File: config.mk
export PLATFORM = sky130hd
export DESIGN_NAME = acc_time_char
export DESIGN_NICKNAME = d
export VERILOG_FILES = /design/src/rtl/ats_pkg.sv /design/src/rtl/ats_addr_seq.sv /design/src/rtl/ats_wait_timer.sv /design/src/rtl/acc_time_char.sv
export SDC_FILE = /design/constraint.sdc
export NUM_CORES = 1
export LEC_CHECK = 0
export BUFFER_PORTS_ARGS = -buffer_cell sky130_fd_sc_hd__buf_2
export CORE_MARGIN = 3
export CORE_UTILIZATION = 25
export CTS_CLUSTER_DIAMETER = 40
export DETAILED_ROUTE_END_ITERATION = 8
export GPL_TIMING_DRIVEN = 1
export PLACE_DENSITY_LB_ADDON = 0.3
export RECOVER_POWER = 25
export SETUP_SLACK_MARGIN = 0.4
export SKIP_CTS_REPAIR_TIMING = 1
export SYNTH_ARGS = -nofsm -noshare
export SYNTH_HDL_FRONTEND = slang
export SYNTH_SLANG_ARGS = --single-unit
File: constraint.sdc
create_clock -name clk -period 2.7 [get_ports clk]
set_clock_uncertainty 0.1 [all_clocks]
set_input_delay 0.27 -clock clk [delete_from_list [all_inputs] [get_ports clk]]
set_output_delay 0.27 -clock clk [all_outputs]
set_load 0.05 [all_outputs]
File: src/rtl/ats_pkg.sv
// Package: shared state encoding for the access time characterizer.
// Assumes: nothing beyond standard SystemVerilog.
package ats_pkg;

    // Sequencer phases, in the order a run visits them.
    typedef enum logic [2:0] {
        ST_IDLE   = 3'd0,
        ST_FILL   = 3'd1,
        ST_CHECK  = 3'd2,
        ST_STRESS = 3'd3,
        ST_DONE   = 3'd4
    } ats_state_e;

endpackage

File: src/rtl/ats_addr_seq.sv
// Address sequencer: one index counter that is presented either as a plain
// ascending address or as an alternating lower/upper half address.
// Assumes: AW >= 2, depth is a power of two, so the index wraps to 0 on
// its own after the last address.
module ats_addr_seq #(
    parameter int AW = 4
) (
    input  logic          clk,
    input  logic          rst_n,
    input  logic          clr,
    input  logic          step,
    input  logic          alt,
    output logic [AW-1:0] addr,
    output logic          last
);
    logic [AW-1:0] idx;

    // Index register: cleared on request, advanced by one per step.
    always_ff @(posedge clk) begin
        if (!rst_n || clr) begin
            idx <= '0;
        end else if (step) begin
            idx <= idx + 1'b1;
        end
    end

    // Address view: in alternating order, bit 0 picks the half and the
    // upper index bits pick the offset inside the half.
    always_comb begin
        if (alt) begin
            addr = {idx[0], idx[AW-1:1]};
        end else begin
            addr = idx;
        end
        last = &idx;
    end

    // an ascending step moves to the next address.
    p_seq_step_r2: assert property (@(posedge clk) disable iff (!rst_n)
        (step && !clr && !alt && !last) |=> (alt || addr == $past(addr) + 1'b1));

    // an alternating step always crosses to the other half.
    p_alt_cross_r5: assert property (@(posedge clk) disable iff (!rst_n)
        (step && !clr && alt && !last) |=> (!alt || addr[AW-1] != $past(addr[AW-1])));

endmodule

File: src/rtl/ats_wait_timer.sv
// Wait timer: counts the cycles an address has been held and flags the
// cycle in which the read data is to be sampled.
// Assumes: limit only changes together with a clear or a hit.
module ats_wait_timer #(
    parameter int WW = 4
) (
    input  logic          clk,
    input  logic          rst_n,
    input  logic          clr,
    input  logic          en,
    input  logic [WW-1:0] limit,
    output logic          hit
);
    logic [WW-1:0] cnt;

    // Sample flag: the held address has been present for limit cycles.
    assign hit = en && (cnt == limit);

    // Cycle counter: restarts after every sample, counts while enabled.
    always_ff @(posedge clk) begin
        if (!rst_n || clr || hit) begin
            cnt <= '0;
        end else if (en) begin
            cnt <= cnt + 1'b1;
        end
    end

    // the counter never runs past the programmed wait.
    p_cnt_bound_r4: assert property (@(posedge clk) disable iff (!rst_n)
        en |-> (cnt <= limit));

endmodule

File: src/rtl/acc_time_char.sv
// Access time characterizer top: fills a memory with a half/half pattern,
// reads it back sequentially at a safe wait, then stresses it with
// alternating-half reads, either stepping the wait down (characterization)
// or at one fixed wait (production).
// Assumes: memory read data is a function of the held address after some
// number of cycles; writes take effect in the cycle they are issued.
module acc_time_char #(
    parameter int AW = 4,
    parameter int DW = 8,
    parameter int WW = 4
) (
    input  logic          clk,
    input  logic          rst_n,
    input  logic          start,
    input  logic          prod_mode,
    input  logic [WW-1:0] wait_max,
    input  logic [WW-1:0] prod_wait,
    output logic [AW-1:0] mem_addr,
    output logic          mem_we,
    output logic [DW-1:0] mem_wdata,
    input  logic [DW-1:0] mem_rdata,
    output logic          busy,
    output logic          done,
    output logic          pass,
    output logic          init_err,
    output logic [WW-1:0] best_wait
);
    import ats_pkg::*;

    ats_state_e    state;
    logic          mode_q;
    logic [WW-1:0] max_q;
    logic [WW-1:0] prod_q;
    logic [WW-1:0] cur_w;
    logic          pass_q;
    logic          err_q;
    logic [WW-1:0] best_q;

    logic          idle_like;
    logic          reading;
    logic          accept;
    logic          a_step;
    logic          a_last;
    logic          t_hit;
    logic [WW-1:0] t_limit;
    logic [DW-1:0] expect_w;
    logic          good;

    // Phase decode and handshake.
    always_comb begin
        idle_like = (state == ST_IDLE) || (state == ST_DONE);
        reading   = (state == ST_CHECK) || (state == ST_STRESS);
        accept    = idle_like && start;
    end

    // Expected word: all ones in the upper half, all zeros in the lower.
    always_comb begin
        expect_w = {DW{mem_addr[AW-1]}};
        good     = (mem_rdata == expect_w);
        t_limit  = (state == ST_CHECK) ? max_q : cur_w;
        a_step   = (state == ST_FILL) || (reading && t_hit && good);
    end

    ats_addr_seq #(.AW(AW)) u_addr (
        .clk   (clk),
        .rst_n (rst_n),
        .clr   (accept),
        .step  (a_step),
        .alt   (state == ST_STRESS),
        .addr  (mem_addr),
        .last  (a_last)
    );

    ats_wait_timer #(.WW(WW)) u_timer (
        .clk   (clk),
        .rst_n (rst_n),
        .clr   (!reading),
        .en    (reading),
        .limit (t_limit),
        .hit   (t_hit)
    );

    // Memory drive: writes only in the fill phase, pattern from address MSB.
    always_comb begin
        mem_we    = (state == ST_FILL);
        mem_wdata = expect_w;
    end

    // Sequencer: phase transitions, wait stepping and result capture.
    always_ff @(posedge clk) begin
        if (!rst_n) begin
            state  <= ST_IDLE;
            mode_q <= 1'b0;
            max_q  <= '0;
            prod_q <= '0;
            cur_w  <= '0;
            pass_q <= 1'b0;
            err_q  <= 1'b0;
            best_q <= '0;
        end else begin
            case (state)
                ST_IDLE, ST_DONE: begin
                    if (start) begin
                        mode_q <= prod_mode;
                        max_q  <= wait_max;
                        prod_q <= prod_wait;
                        pass_q <= 1'b0;
                        err_q  <= 1'b0;
                        best_q <= '0;
                        state  <= ST_FILL;
                    end
                end
                ST_FILL: begin
                    if (a_last) begin
                        state <= ST_CHECK;
                    end
                end
                ST_CHECK: begin
                    if (t_hit) begin
                        if (!good) begin
                            err_q <= 1'b1;
                            state <= ST_DONE;
                        end else if (a_last) begin
                            cur_w <= mode_q ? prod_q : max_q;
                            state <= ST_STRESS;
                        end
                    end
                end
                ST_STRESS: begin
                    if (t_hit) begin
                        if (!good) begin
                            state <= ST_DONE;
                        end else if (a_last) begin
                            best_q <= cur_w;
                            pass_q <= 1'b1;
                            if (mode_q || cur_w == '0) begin
                                state <= ST_DONE;
                            end else begin
                                cur_w <= cur_w - 1'b1;
                            end
                        end
                    end
                end
                default: state <= ST_IDLE;
            endcase
        end
    end

    // Result outputs.
    always_comb begin
        busy      = !idle_like;
        done      = (state == ST_DONE);
        pass      = pass_q;
        init_err  = err_q;
        best_wait = best_q;
    end

    // the address is held until its sample cycle.
    p_addr_hold_r4: assert property (@(posedge clk) disable iff (!rst_n)
        (reading && !t_hit) |=> $stable(mem_addr));

    // after a clean characterization pass the wait drops by exactly one.
    p_wait_step_r6: assert property (@(posedge clk) disable iff (!rst_n)
        (state == ST_STRESS && t_hit && good && a_last && !mode_q && cur_w != '0)
        |=> (cur_w == $past(cur_w) - 1'b1));

    // a read-back failure never reports a pass.
    p_err_nopass_r3: assert property (@(posedge clk) disable iff (!rst_n)
        init_err |-> !pass);

    // a passing production run reports the production wait.
    p_prod_best_r7: assert property (@(posedge clk) disable iff (!rst_n)
        (done && mode_q && pass) |-> (best_wait == prod_q));

    // a start while busy leaves the captured settings alone.
    p_start_ignored_r8: assert property (@(posedge clk) disable iff (!rst_n)
        (busy && start) |=> ($stable(max_q) && $stable(mode_q) && $stable(prod_q)));

    // busy and done are exclusive.
    p_excl_r9: assert property (@(posedge clk) disable iff (!rst_n)
        !(busy && done));

endmodule

==> impl_metrics.env <==
export IMPL_power_share_switching_pct=34.1
export IMPL_place_port_buffers=40
export IMPL_worst_r2r_path_depth=6
export IMPL_grt_max_degree=32
export IMPL_clock_sinks=30
export IMPL_cts_root_buf="sky130_fd_sc_hd__clkbuf_8"
export IMPL_yosys_warnings=0
export IMPL_clock_latency_on_the_worst_skew_pair_ns=0.28
export IMPL_max_slew_worst_pin_slew_ns=0.640
export IMPL_drt_drc_violations_left=0
export IMPL_detail_route_wirelength_met1_um=2340
export IMPL_synth_flop_cell="sky130_fd_sc_hd__dfxtp_1"
export IMPL_post_synth_cell_area_avg_sq_um=7.84
export IMPL_cells_after_synthesis=228
export IMPL_synth_edff_count=0
export IMPL_worst_setup_path_type="flip-flop to flip-flop"
export IMPL_static_leakage_power_nw=0.927
export IMPL_vias_in_the_first_global_route=1607
export IMPL_route_detailed_wl_per_inst_um=12.9
export IMPL_worst_ep_arrival_time_ns=2.50
export IMPL_p_per_area_nw_per_um2=529
export IMPL_period_minus_slack_ns=2.39
export IMPL_antenna_diode_instance_count=0
export IMPL_num_io_pins=41
export IMPL_final_net_count=292
export IMPL_grt_pass1_wl_um=7670
export IMPL_hold_path_class="input port to flip-flop"
export IMPL_floorplan_core_area_sq_um=6870
export IMPL_regToRegEndpoint="u_addr.idx[2]"
export IMPL_finalHoldViolations=0
export IMPL_share_clk_of_total_power_pct=32.0
export IMPL_crit_path_max_fanout=9
export IMPL_grt_ovfl_total=0
export IMPL_highest_signal_layer="met4"
export IMPL_hpwlAfterDp_um=3300
export IMPL_p_comb_share_pct=25.5
export IMPL_tritoncts="built"
export IMPL_sum_neg_setup_slack_ns=0
export IMPL_cap_viol_max_count=0
export IMPL_drt_pass1_iter_count=4
export IMPL_die_footprint_sq_um=8200
export IMPL_die_h_um=90.5
export IMPL_postRouteAntennaNets=0
export IMPL_synthesis_area_sq_um=1790
export IMPL_vdd_ir_drop_worst_uv=171
export IMPL_drt_iter0_markers=99
export IMPL_postSynthNetCount=251
export IMPL_cts_htree_levels=2
export IMPL_critical_path_startpoint="state[1]"
export IMPL_internal_power_uw=778
export IMPL_report_final_setup_viol=0
export IMPL_worst_setup_path_endpoint="u_addr.idx[2]"
export IMPL_initial_utilization_pct=26.0
export IMPL_async_flop_share_pct=0
export IMPL_ys_types=45
export IMPL_floorplan_die_width_um=90.5
export IMPL_crit_path_end_kind="flip-flop"
export IMPL_slew_headroom_pct=57.3
export IMPL_synth_seq_area_share_pct=33.6
export IMPL_clock_fmax_mhz=419
export IMPL_rsz0062_at_grt="yes"
export IMPL_fin_total_pwr_mw=1.18
export IMPL_run_status="finished, final reports clean"
export IMPL_timing_rr_start="state[1]"
export IMPL_antenna_found_initial=0
export IMPL_number_of_clock_buffers_inserted_by_tritoncts=5
export IMPL_final_layout_size_suffix_gt1_share_pct=24.1
export IMPL_clkTransAtPathRegs_ns=0.07
export IMPL_dp_worst_setup_slack_ns=0.308
export IMPL_critPathLaunchType="flip-flop"
export IMPL_switching_power_of_the_nets_uw=403
export IMPL_core_rowCount=30
export IMPL_met3WireLength_um=284
export IMPL_postSynthRegisterBits=30
export IMPL_avgViaCountPerCell=4.68
export IMPL_finalCritPeriodShare_pct=88.3
export IMPL_track_usage_pct=11.5
export IMPL_cts_buffer_depth=2
export IMPL_finalMaxSlewViolations=0
export IMPL_totalWireLength_um=4730
export IMPL_pwr_share_seq_pct=42.4
export IMPL_vias_after_detailed_routing=1713
export IMPL_wl_met2_um=2050
export IMPL_data_required_critical_path_ns=2.82
export IMPL_timing_final_ws_setup_ns=0.315
export IMPL_gpl_final_weighted_congestion=0.848
export IMPL_final_fill_count=742
export IMPL_r2r_setup_slack_ns=0.31
export IMPL_layout_overhead_on_the_synthesized_area_pct=24.9
[final cells by class]
class / instances / area, sq um / share of cell area (%)
timing repair buffer: 53 / 297 / 13.3
clock buffer: 7 / 86.3 / 3.87
tap: 96 / 120 / 5.38
clock inverter: 1 / 5.00 / 0.224
multi-input combinational: 170 / 1080 / 48.6
sequential: 30 / 606 / 27.1
inverter: 9 / 33.8 / 1.51
[cell usage after synthesis, types with 4 or more instances]
cell	n	area [sq um]
sky130_fd_sc_hd__o21ai_0	12	60.1
sky130_fd_sc_hd__a21boi_0	13	97.6
sky130_fd_sc_hd__dfxtp_1	30	601
sky130_fd_sc_hd__nand2_1	51	191
sky130_fd_sc_hd__a21oi_1	8	40.0
sky130_fd_sc_hd__nand4_1	6	37.5
sky130_fd_sc_hd__clkbuf_1	9	33.8
sky130_fd_sc_hd__mux2i_1	11	110
sky130_fd_sc_hd__and3_1	4	25.0
sky130_fd_sc_hd__a2bb2oi_1	5	43.8
sky130_fd_sc_hd__nor2_1	11	41.3
sky130_fd_sc_hd__nand3_1	5	25.0
sky130_fd_sc_hd__inv_1	9	33.8
sky130_fd_sc_hd__buf_4	8	60.1
[power by group through the flow]
stage          Clock [mW]  Sequential (mW)  Combinational [mW]
3_5_place_dp            0            0.508               0.287
3_3_place_gp            0            0.506               0.288
2_1_floorplan           0            0.498               0.216
4_1_cts             0.394            0.498               0.289
5_1_grt             0.409            0.505               0.335
6_report            0.378            0.501               0.301
[cells by family after synthesis]
kind of cell    synth area share (%)
simple gates                    25.5
fa+ha+maj                       2.10
xor+xnor                        2.45
compound gates                  20.9
flops                           33.6
buf+inv                         8.40
mux                             7.00
[metal layers]
layer	global-route usage, %	vias to the layer above
met5	0	-
met3	3.08	4
met4	4.97	0
li1	-	877
met1	15.1	779
met2	17.7	53
[worst min path at each step]
| stage | to | depth (start not counted) | startpoint | slack [ns] |
|---|---|---|---|---|
| 6_report | max_q[0] | 3 | wait_max[0] | 0.13 |
| 5_1_grt | max_q[3] | 3 | wait_max[3] | 0.14 |
| 4_1_cts | max_q[0] | 3 | wait_max[0] | 0.12 |
| 3_5_place_dp | prod_q[2] | 2 | prod_q[2] | 0.36 |
| 3_3_place_gp | prod_q[2] | 2 | prod_q[2] | 0.35 |
| 2_1_floorplan | max_q[0] | 2 | wait_max[0] | 0.31 |
[registers in the layout (all words and copies together), names as in the netlist]
name and flops:
best_wait 4, cur_w 4, init_err 1, max_q 4, mode_q 1, pass 1
prod_q 4, state 3, u_addr.idx 4, u_timer.cnt 4
[critical path: stages, from the launching register on]
cell,delay (ns)
sky130_fd_sc_hd__dfxtp_1,0.43
sky130_fd_sc_hd__and3b_2,0.27
sky130_fd_sc_hd__mux2i_4,0.25
sky130_fd_sc_hd__mux2_4,0.34
sky130_fd_sc_hd__o41a_1,0.47
sky130_fd_sc_hd__or3_1,0.35
sky130_fd_sc_hd__a21oi_2,0.12
[through the flow]
step | hold slack [ns] | cell area [sq um] | util (%) | std cells
3_3_place_gp | 0.352 | 2040 | 29.7 | 349
6_report | 0.130 | 2230 | 32.5 | 366
3_5_place_dp | 0.359 | 2040 | 29.7 | 349
5_1_grt | 0.137 | 2230 | 32.5 | 366
2_1_floorplan | 0.315 | 1800 | - | 228
4_1_cts | 0.123 | 2130 | 31.0 | 357
[cells in the final DEF, fill, tap and decap left out, types with 6 or more instances in the layout]
master	Yosys	layout
sky130_fd_sc_hd__nand2_1	51	51
sky130_fd_sc_hd__buf_2	0	33
sky130_fd_sc_hd__dfxtp_1	30	28
sky130_fd_sc_hd__a21boi_0	13	13
sky130_fd_sc_hd__o21ai_0	12	12
sky130_fd_sc_hd__nor2_1	11	11
sky130_fd_sc_hd__buf_4	8	11
sky130_fd_sc_hd__inv_1	9	9
sky130_fd_sc_hd__mux2i_1	11	8
sky130_fd_sc_hd__clkbuf_1	9	8
sky130_fd_sc_hd__a21oi_1	8	7
sky130_fd_sc_hd__nand4_1	6	6
sky130_fd_sc_hd__clkbuf_8	0	6
Note: power is estimated with default switching activity, not from simulation.
